**src/rtl/xw_pkg.sv**
```systemverilog
package xw_pkg;
  localparam int VA_W_DEF  = 32;
  localparam int OFF_W_DEF = 12;
  localparam int IDX_W_DEF = 10;
  localparam int PTE_W_DEF = 32;
  // flag bit positions inside an entry
  localparam int FLAG_P_DEF = 0;
  localparam int FLAG_A_DEF = 5;
  localparam int FLAG_D_DEF = 6;

  typedef enum logic [2:0] {
    W_IDLE  = 3'd0,
    W_DREQ  = 3'd1,
    W_DWAIT = 3'd2,
    W_TREQ  = 3'd3,
    W_TWAIT = 3'd4,
    W_WBACK = 3'd5,
    W_RESP  = 3'd6
  } walk_state_t;
endpackage

```
**src/rtl/xw_index_gen.sv**
```systemverilog
module xw_index_gen #(
  parameter int IDX_W = 10,
  parameter int FRM_W = 20,
  localparam int VPN_W = 2 * IDX_W,
  localparam int WA_W  = FRM_W + IDX_W
) (
  input  logic [VPN_W-1:0] vpn,
  input  logic [FRM_W-1:0] root_frame,
  input  logic [FRM_W-1:0] leaf_frame,
  input  logic             sel_leaf,
  output logic [WA_W-1:0]  word_addr
);
  logic [IDX_W-1:0] dir_idx;
  logic [IDX_W-1:0] tbl_idx;

  assign dir_idx = vpn[VPN_W-1 -: IDX_W];
  assign tbl_idx = vpn[IDX_W-1:0];

  // entries are 4 bytes: frame base + index*4, in words = {frame, index}
  always_comb begin
    if (sel_leaf) word_addr = {leaf_frame, tbl_idx};
    else          word_addr = {root_frame, dir_idx};
  end
endmodule

```
**src/rtl/xw_entry_eval.sv**
```systemverilog
module xw_entry_eval #(
  parameter int PTE_W  = 32,
  parameter int OFF_W  = 12,
  parameter int FLAG_P = 0,
  parameter int FLAG_A = 5,
  parameter int FLAG_D = 6,
  localparam int FRM_W = PTE_W - OFF_W
) (
  input  logic [PTE_W-1:0] entry,
  input  logic             is_store,
  output logic             present,
  output logic [FRM_W-1:0] frame,
  output logic [PTE_W-1:0] upd_entry,
  output logic             need_wb
);
  logic [PTE_W-1:0] set_mask;

  always_comb begin
    set_mask          = '0;
    set_mask[FLAG_A]  = 1'b1;
    set_mask[FLAG_D]  = is_store;
  end

  assign present   = entry[FLAG_P];
  assign frame     = entry[PTE_W-1:OFF_W];
  assign upd_entry = entry | set_mask;
  assign need_wb   = (entry & set_mask) != set_mask;
endmodule

```
**src/rtl/xw_walk_ctrl.sv**
```systemverilog
module xw_walk_ctrl
  import xw_pkg::*;
#(
  parameter int PTE_W  = 32,
  parameter int OFF_W  = 12,
  parameter int FLAG_P = 0,
  localparam int FRM_W = PTE_W - OFF_W
) (
  input  logic             clk,
  input  logic             rst_n,
  input  logic             req_fire,
  input  logic             mem_req_ready,
  input  logic             mem_rsp_valid,
  input  logic [PTE_W-1:0] rd_raw,
  input  logic             rd_present,
  input  logic [FRM_W-1:0] rd_frame,
  input  logic [PTE_W-1:0] rd_upd,
  input  logic             rd_need_wb,
  input  logic             rsp_ready,
  output walk_state_t      state,
  output logic [FRM_W-1:0] tbl_frame_q,
  output logic [PTE_W-1:0] ent_q,
  output logic             fault_q,
  output logic             level_q
);
  always_ff @(posedge clk or negedge rst_n) begin
    if (!rst_n) begin
      state       <= W_IDLE;
      tbl_frame_q <= '0;
      ent_q       <= '0;
      fault_q     <= 1'b0;
      level_q     <= 1'b0;
    end else begin
      unique case (state)
        W_IDLE:  if (req_fire) state <= W_DREQ;
        W_DREQ:  if (mem_req_ready) state <= W_DWAIT;
        W_DWAIT: if (mem_rsp_valid) begin
          if (!rd_present) begin
            ent_q   <= rd_raw;
            fault_q <= 1'b1;
            level_q <= 1'b0;
            state   <= W_RESP;
          end else begin
            tbl_frame_q <= rd_frame;
            state       <= W_TREQ;
          end
        end
        W_TREQ:  if (mem_req_ready) state <= W_TWAIT;
        W_TWAIT: if (mem_rsp_valid) begin
          level_q <= 1'b1;
          if (!rd_present) begin
            ent_q   <= rd_raw;
            fault_q <= 1'b1;
            state   <= W_RESP;
          end else begin
            ent_q   <= rd_upd;
            fault_q <= 1'b0;
            state   <= rd_need_wb ? W_WBACK : W_RESP;
          end
        end
        W_WBACK: if (mem_req_ready) state <= W_RESP;
        W_RESP:  if (rsp_ready) state <= W_IDLE;
        default: state <= W_IDLE;
      endcase
    end
  end

  // a fault result always carries an entry whose present bit is clear
  assert_fault_not_present_R4: assert property (@(posedge clk) disable iff (!rst_n)
    (state == W_RESP && fault_q) |-> !ent_q[FLAG_P]);

  // a new request is only taken while idle
  assert_single_flight_R10: assert property (@(posedge clk) disable iff (!rst_n)
    req_fire |-> (state == W_IDLE));
endmodule

```
**src/rtl/xw_walker.sv**
```systemverilog
module xw_walker
  import xw_pkg::*;
#(
  parameter int VA_W   = VA_W_DEF,
  parameter int OFF_W  = OFF_W_DEF,
  parameter int IDX_W  = IDX_W_DEF,
  parameter int PTE_W  = PTE_W_DEF,
  parameter int FLAG_P = FLAG_P_DEF,
  parameter int FLAG_A = FLAG_A_DEF,
  parameter int FLAG_D = FLAG_D_DEF,
  localparam int FRM_W = VA_W - OFF_W,
  localparam int VPN_W = 2 * IDX_W,
  localparam int WA_W  = FRM_W + IDX_W
) (
  input  logic             clk,
  input  logic             rst_n,
  input  logic             req_valid,
  output logic             req_ready,
  input  logic [VA_W-1:0]  req_vaddr,
  input  logic             req_store,
  input  logic [FRM_W-1:0] dir_base,
  output logic             rsp_valid,
  input  logic             rsp_ready,
  output logic             rsp_fault,
  output logic             rsp_level,
  output logic [VA_W-1:0]  rsp_paddr,
  output logic [VA_W-1:0]  rsp_vaddr,
  output logic [OFF_W-1:0] rsp_flags,
  output logic             mem_req_valid,
  input  logic             mem_req_ready,
  output logic             mem_req_write,
  output logic [WA_W-1:0]  mem_req_addr,
  output logic [PTE_W-1:0] mem_req_wdata,
  input  logic             mem_rsp_valid,
  input  logic [PTE_W-1:0] mem_rsp_rdata
);
  walk_state_t      state;
  logic [VA_W-1:0]  va_q;
  logic             store_q;
  logic [FRM_W-1:0] base_q;
  logic [FRM_W-1:0] tbl_frame_q;
  logic [PTE_W-1:0] ent_q;
  logic             fault_q;
  logic             level_q;
  logic             req_fire;
  logic             rd_present;
  logic [FRM_W-1:0] rd_frame;
  logic [PTE_W-1:0] rd_upd;
  logic             rd_need_wb;

  assign req_ready = (state == W_IDLE);
  assign req_fire  = req_valid && req_ready;

  always_ff @(posedge clk or negedge rst_n) begin
    if (!rst_n) begin
      va_q    <= '0;
      store_q <= 1'b0;
      base_q  <= '0;
    end else if (req_fire) begin
      va_q    <= req_vaddr;
      store_q <= req_store;
      base_q  <= dir_base;
    end
  end

  xw_index_gen #(.IDX_W(IDX_W), .FRM_W(FRM_W)) u_idx (
    .vpn        (va_q[VA_W-1 -: VPN_W]),
    .root_frame (base_q),
    .leaf_frame (tbl_frame_q),
    .sel_leaf   (state != W_DREQ),
    .word_addr  (mem_req_addr)
  );

  xw_entry_eval #(
    .PTE_W(PTE_W), .OFF_W(OFF_W),
    .FLAG_P(FLAG_P), .FLAG_A(FLAG_A), .FLAG_D(FLAG_D)
  ) u_eval (
    .entry     (mem_rsp_rdata),
    .is_store  (store_q),
    .present   (rd_present),
    .frame     (rd_frame),
    .upd_entry (rd_upd),
    .need_wb   (rd_need_wb)
  );

  xw_walk_ctrl #(.PTE_W(PTE_W), .OFF_W(OFF_W), .FLAG_P(FLAG_P)) u_ctrl (
    .clk           (clk),
    .rst_n         (rst_n),
    .req_fire      (req_fire),
    .mem_req_ready (mem_req_ready),
    .mem_rsp_valid (mem_rsp_valid),
    .rd_raw        (mem_rsp_rdata),
    .rd_present    (rd_present),
    .rd_frame      (rd_frame),
    .rd_upd        (rd_upd),
    .rd_need_wb    (rd_need_wb),
    .rsp_ready     (rsp_ready),
    .state         (state),
    .tbl_frame_q   (tbl_frame_q),
    .ent_q         (ent_q),
    .fault_q       (fault_q),
    .level_q       (level_q)
  );

  assign mem_req_valid = (state == W_DREQ) || (state == W_TREQ) || (state == W_WBACK);
  assign mem_req_write = (state == W_WBACK);
  assign mem_req_wdata = ent_q;

  assign rsp_valid = (state == W_RESP);
  assign rsp_fault = fault_q;
  assign rsp_level = level_q;
  assign rsp_vaddr = va_q;
  assign rsp_flags = ent_q[OFF_W-1:0];
  assign rsp_paddr = fault_q ? '0 : {ent_q[PTE_W-1:OFF_W], va_q[OFF_W-1:0]};

  // result held under back-pressure
  assert_rsp_hold_R10: assert property (@(posedge clk) disable iff (!rst_n)
    (rsp_valid && !rsp_ready) |=> (rsp_valid && $stable(rsp_paddr) && $stable(rsp_flags)
                                   && $stable(rsp_fault) && $stable(rsp_vaddr)));

  // memory request held until taken
  assert_mem_hold_R10: assert property (@(posedge clk) disable iff (!rst_n)
    (mem_req_valid && !mem_req_ready) |=> (mem_req_valid && $stable(mem_req_addr)
                                           && $stable(mem_req_write) && $stable(mem_req_wdata)));

  // no new request accepted while a translation is outstanding
  assert_busy_R10: assert property (@(posedge clk) disable iff (!rst_n)
    req_fire |=> !req_ready);

  // every write-back carries present and accessed bits
  assert_wb_accessed_R6: assert property (@(posedge clk) disable iff (!rst_n)
    (mem_req_valid && mem_req_write) |-> (mem_req_wdata[FLAG_P] && mem_req_wdata[FLAG_A]));

  // a store's write-back is marked dirty
  assert_store_dirty_R7: assert property (@(posedge clk) disable iff (!rst_n)
    (mem_req_valid && mem_req_write && store_q) |-> mem_req_wdata[FLAG_D]);

  // a successful result reports an accessed, present leaf
  assert_ok_flags_R5: assert property (@(posedge clk) disable iff (!rst_n)
    (rsp_valid && !rsp_fault) |-> (rsp_flags[FLAG_P] && rsp_flags[FLAG_A]));
endmodule

```
**config.mk**
```make
export PLATFORM = sky130hd
export DESIGN_NAME = xw_walker
export DESIGN_NICKNAME = d
export VERILOG_FILES = /design/src/rtl/xw_pkg.sv /design/src/rtl/xw_index_gen.sv /design/src/rtl/xw_entry_eval.sv /design/src/rtl/xw_walk_ctrl.sv /design/src/rtl/xw_walker.sv
export SDC_FILE = /design/constraint.sdc
export NUM_CORES = 1
export LEC_CHECK = 0
export BUFFER_PORTS_ARGS = -buffer_cell sky130_fd_sc_hd__buf_2
export CAP_MARGIN = 20
export CORE_ASPECT_RATIO = 0.75
export CORE_UTILIZATION = 47
export DETAILED_ROUTE_END_ITERATION = 8
export PLACE_DENSITY = 0.89
export SYNTH_ARGS = -nofsm -noshare
export SYNTH_HDL_FRONTEND = slang
export SYNTH_SLANG_ARGS = --single-unit
```
**constraint.sdc**
```tcl
create_clock -name clk -period 1.9 [get_ports clk]
set_input_delay 0.38 -clock clk [delete_from_list [all_inputs] [get_ports clk]]
set_output_delay 0.38 -clock clk [all_outputs]
set_load 0.02 [all_outputs]
```
==> metrics list <==
* Worst reg2reg setup slack: -50 ps
* CTS hold repair buffers: 0
- Synthesized flop and latch total: 110
* Category of the worst setup path launch point: flop
- The endpoint identified for the worst register-to-register timing path is u_ctrl.ent_q[21].
- The routed design uses 792 µm of met3 wire.
- RSZ-0062 raised after global routing: true
- Number of buffer and inverter instances along the worst setup path: 3
- Count of endpoints failing hold in the final timing report: 0
* IO Pins: 235
- Clock tree from TritonCTS: done
* Area share of the largest cell type after synthesis: 0.547
- Violations in the final reports: setup timing
- In this design, the largest share of critical-path delay is due to buffers and inverters.
- In the global route stage, overall resource usage came out at 0.227.
- Summing all placed instances gives a cell area of 0.00635 mm².
- After layout, the minimum clock period comes to 2130 ps.
* Netlist area before placement: 0.00503 mm²
* Worst clock skew: 4.56 ps
- After the last flow step, the layout net total stands at 686.
* Via count of the first global-routing pass: 3744
- Along the worst path, the maximum fanout reaches 4.
* Result of the run: finished with violations
- Area used by multi-input combinational logic: 0.00220 mm²
- For the pin with the worst max-slew slack, the measured transition is 618 ps.
* Area enclosed by the die boundary: 0.0111 mm²
- The number of max-slew violations in the final report is 0.
- The slowest stage of the critical path is the dfrtp_1 cell.
- Count of endpoints failing setup in the final report: 55
* DIE WIDTH: 122 µm
* Final Routed Wirelength: 12.8 mm
- Power Density: 2040 mW/mm²
- The share of the Yosys chip area taken by registers is 0.547.
* Wl on met1: 5.39 mm
* Worst reg2reg startpoint: u_ctrl.state[2]
- Proportion of power drawn by flip-flops and latches: 0.302
- The number of antenna violations at the first check in global routing is 0.
* FF+latch area: 0.00275 mm²
* Top layer used by detailed routing: met4
* Number of design rule violations left after detail routing: 0
* Switching power total: 5.79 mW
- Synthesis instantiated 27 different standard cells from the library.
- Area Overhead vs Synth: 41.4%
* Synthesized instance count: 361
- Tightest slew margin relative to the limit: 0.588
* Dominant cell type by area after synthesis: dfrtp_1
- Combinational group share of total power: 0.575
- Data arrives at the worst endpoint at 1750 ps.
- The clock passes through at most 2 buffers.
- Clock Sinks: 110
- TritonCTS created 9 clock buffers.
- Hold is met by 66.4 ps.
- H-tree level count: 3
- The path class of the tightest hold or removal check is input port to asynchronous set/reset pin.
- Average wire length per cell after detail routing: 17.4 µm
* Portion of total power attributed to the clock network: 0.123
- Endpoint required time on the critical path: 1520 ps
- Pin count of the biggest net entering global routing: 111
* Setup tns final: -7240 ps
- Via-per-instance ratio: 5.07
- First-pass GRT wire length: 19.3 mm
- Std cell rows: 32
- Switching part of the total: 0.399
- The internal portion of the total power is 8.72 mW.
* Worst reg-to-reg path cell count: 5
- On the worst path, the slowest cell contributes a delay of 410 ps.
* Detailed-routed wire length on met2: 6.41 mm
* Cell count along the critical path: 5
* Maximum clock frequency: 469 MHz
* Top post-synthesis cells by area: dfrtp_1 (55%), mux2_2 (24%), mux2_4 (6.9%)
- For this run, the number of Yosys warnings is 0.
- Skew-Pair Late Insertion Delay: 340 ps
* Synthesized area divided by synthesized cell count: 13.9 µm²
* Number of iterations in the first detailed-routing pass: 4
- After floorplanning, the core was sized to cover 0.0103 mm².
- IR analysis of the VDD net gives a maximum drop of 1.54 mV.
- Clk slew on worst S/H paths: 70 ps
- Worst setup slack after layout: -231 ps
- Clk Tree Root Cell: clkbuf_16
- Crit Path Class: flop to output port
* Vias after detailed routing: 3734
* Leak pwr: 3.59 nW
- Nature of the critical path endpoint: output port
- Overflow left after global routing: 0
* Most used cell along the critical path: buf_6
* Share of cells above drive strength 1: 0.687
- Once detailed placement completed, the half-perimeter wirelength came to 8.92 mm.
- CP cell instances: nor3b_4, buf_6, clkbuf_16, mux2_4, buf_6
- Max-cap violations in this run came to 0.
- Once detail routing completed, the nets flagged for antenna violations numbered 0.
- Final cycle utilization of the critical path: 1.12
- Number of filler cells placed in the layout: 725
- The die is 91.6 µm tall.
- Buffers placed on the I/O ports in this run total 234.
- The congestion estimate from routability-driven global placement came to 0.771.
- Starting utilization of the core area: 0.487
* Antenna Cells: 0
- With fillers left out, the area of the finished cells amounts to 0.00712 mm².
- DRC marker count from the first detailed-route iteration: 96
* Total nets after synthesis: 452
[how the worst max path moves through the flow]
stage	slack [ps]	end	startpoint
after global routing	-310	mem_req_addr[15]	u_ctrl.state[2]
after global placement	40	mem_req_addr[13]	u_ctrl.state[1]
after CTS	-280	mem_req_addr[13]	u_ctrl.state[1]
after floorplan	20	mem_req_addr[0]	u_ctrl.state[0]
final	-230	mem_req_addr[15]	u_ctrl.state[2]
after detailed placement	20	u_ctrl.ent_q[14]	mem_rsp_rdata[0]
[sequential cells by signal, summed over array words and instances (netlist names)]
| register | count |
|---|---|
| base_q | 20 |
| rsp_vaddr | 32 |
| store_q | 1 |
| u_ctrl.ent_q | 32 |
| u_ctrl.fault_q | 1 |
| u_ctrl.level_q | 1 |
| u_ctrl.state | 3 |
| u_ctrl.tbl_frame_q | 20 |
[final cells by class]
class	count	area share
Tap cell	136	0.0239
Sequential cell	110	0.387
Timing Repair Buffer	257	0.239
Clock buffer	12	0.0360
Inverter	3	0.00158
Multi-Input combinational cell	214	0.308
Clock inverter	4	0.00422
[layer usage]
metal / up-vias / global-route usage
met2: 165 / 0.381
li1: 1714 / -
met5: - / 0
met3: 20 / 0.0603
met1: 1835 / 0.288
met4: 0 / 0.0648
[synthesized netlist by cell type]
| cell | instances |
|---|---|
| mux2_2 | 109 |
| nor2b_1 | 36 |
| nor2_1 | 6 |
| o21a_1 | 1 |
| o21ai_0 | 7 |
| nand2b_1 | 2 |
| buf_4 | 12 |
| a2111o_1 | 1 |
| a32o_1 | 1 |
| dfrtp_1 | 110 |
| clkbuf_1 | 8 |
| nor3_1 | 1 |
| a21oi_1 | 5 |
| or3b_1 | 1 |
| a211oi_1 | 1 |
| nand3_1 | 1 |
| and2_1 | 3 |
| mux2_4 | 23 |
| o31ai_1 | 1 |
| nor3b_1 | 1 |
| a22oi_1 | 1 |
| a211o_1 | 2 |
| o211ai_1 | 2 |
| nand2_1 | 9 |
| inv_1 | 3 |
| buf_6 | 4 |
| buf_2 | 10 |
[placed cells by master, fill, tap and decap left out, types with 3 or more instances in the layout]
cell / Yosys / layout
mux2_2: 109 / 84
mux2_4: 23 / 48
clkbuf_16: 0 / 12
o21ai_0: 7 / 7
inv_1: 3 / 3
dfrtp_1: 110 / 109
nor2_1: 6 / 6
a21oi_1: 5 / 5
buf_12: 0 / 9
nor2b_1: 36 / 35
buf_2: 10 / 205
buf_6: 4 / 30
nand2_1: 9 / 8
buf_4: 12 / 9
[power groups by stage]
stage               registers [mW]  clock network (mW)  logic (mW)
floorplan                     5.07                   0        4.15
global placement              4.29                   0        6.93
detailed placement            4.39                   0        7.09
CTS                           4.37                1.84        7.58
global route                  4.55                1.94        8.81
finish                        4.39                1.78        8.34
[cell families after synthesis]
| logic type | Yosys count | share of synthesized area |
|---|---|---|
| mux | 132 | 0.312 |
| flops | 110 | 0.547 |
| simple gates | 60 | 0.0673 |
| buf+inv | 37 | 0.0450 |
| compound gates | 22 | 0.0286 |
[metrics by stage]
stage | utilization | std cells | worst slack (ps) | total power, mW
after global routing | 0.689 | 736 | -309 | 15.3
after detailed placement | 0.615 | 710 | 21.6 | 11.5
final | 0.689 | 736 | -231 | 14.5
after global placement | 0.615 | 710 | 43.4 | 11.2
after CTS | 0.659 | 731 | -283 | 13.8
after floorplan | - | 361 | 21.9 | 9.22
[timing repair]
item	in CTS	in global routing
setup buffers	3	1
resized for setup	38	65
pin swaps	1	3
setup endpoints to repair	30	93
cloned	2	4
endpoints found under the hold margin	0	0
(Power assumes the default switching activity.)
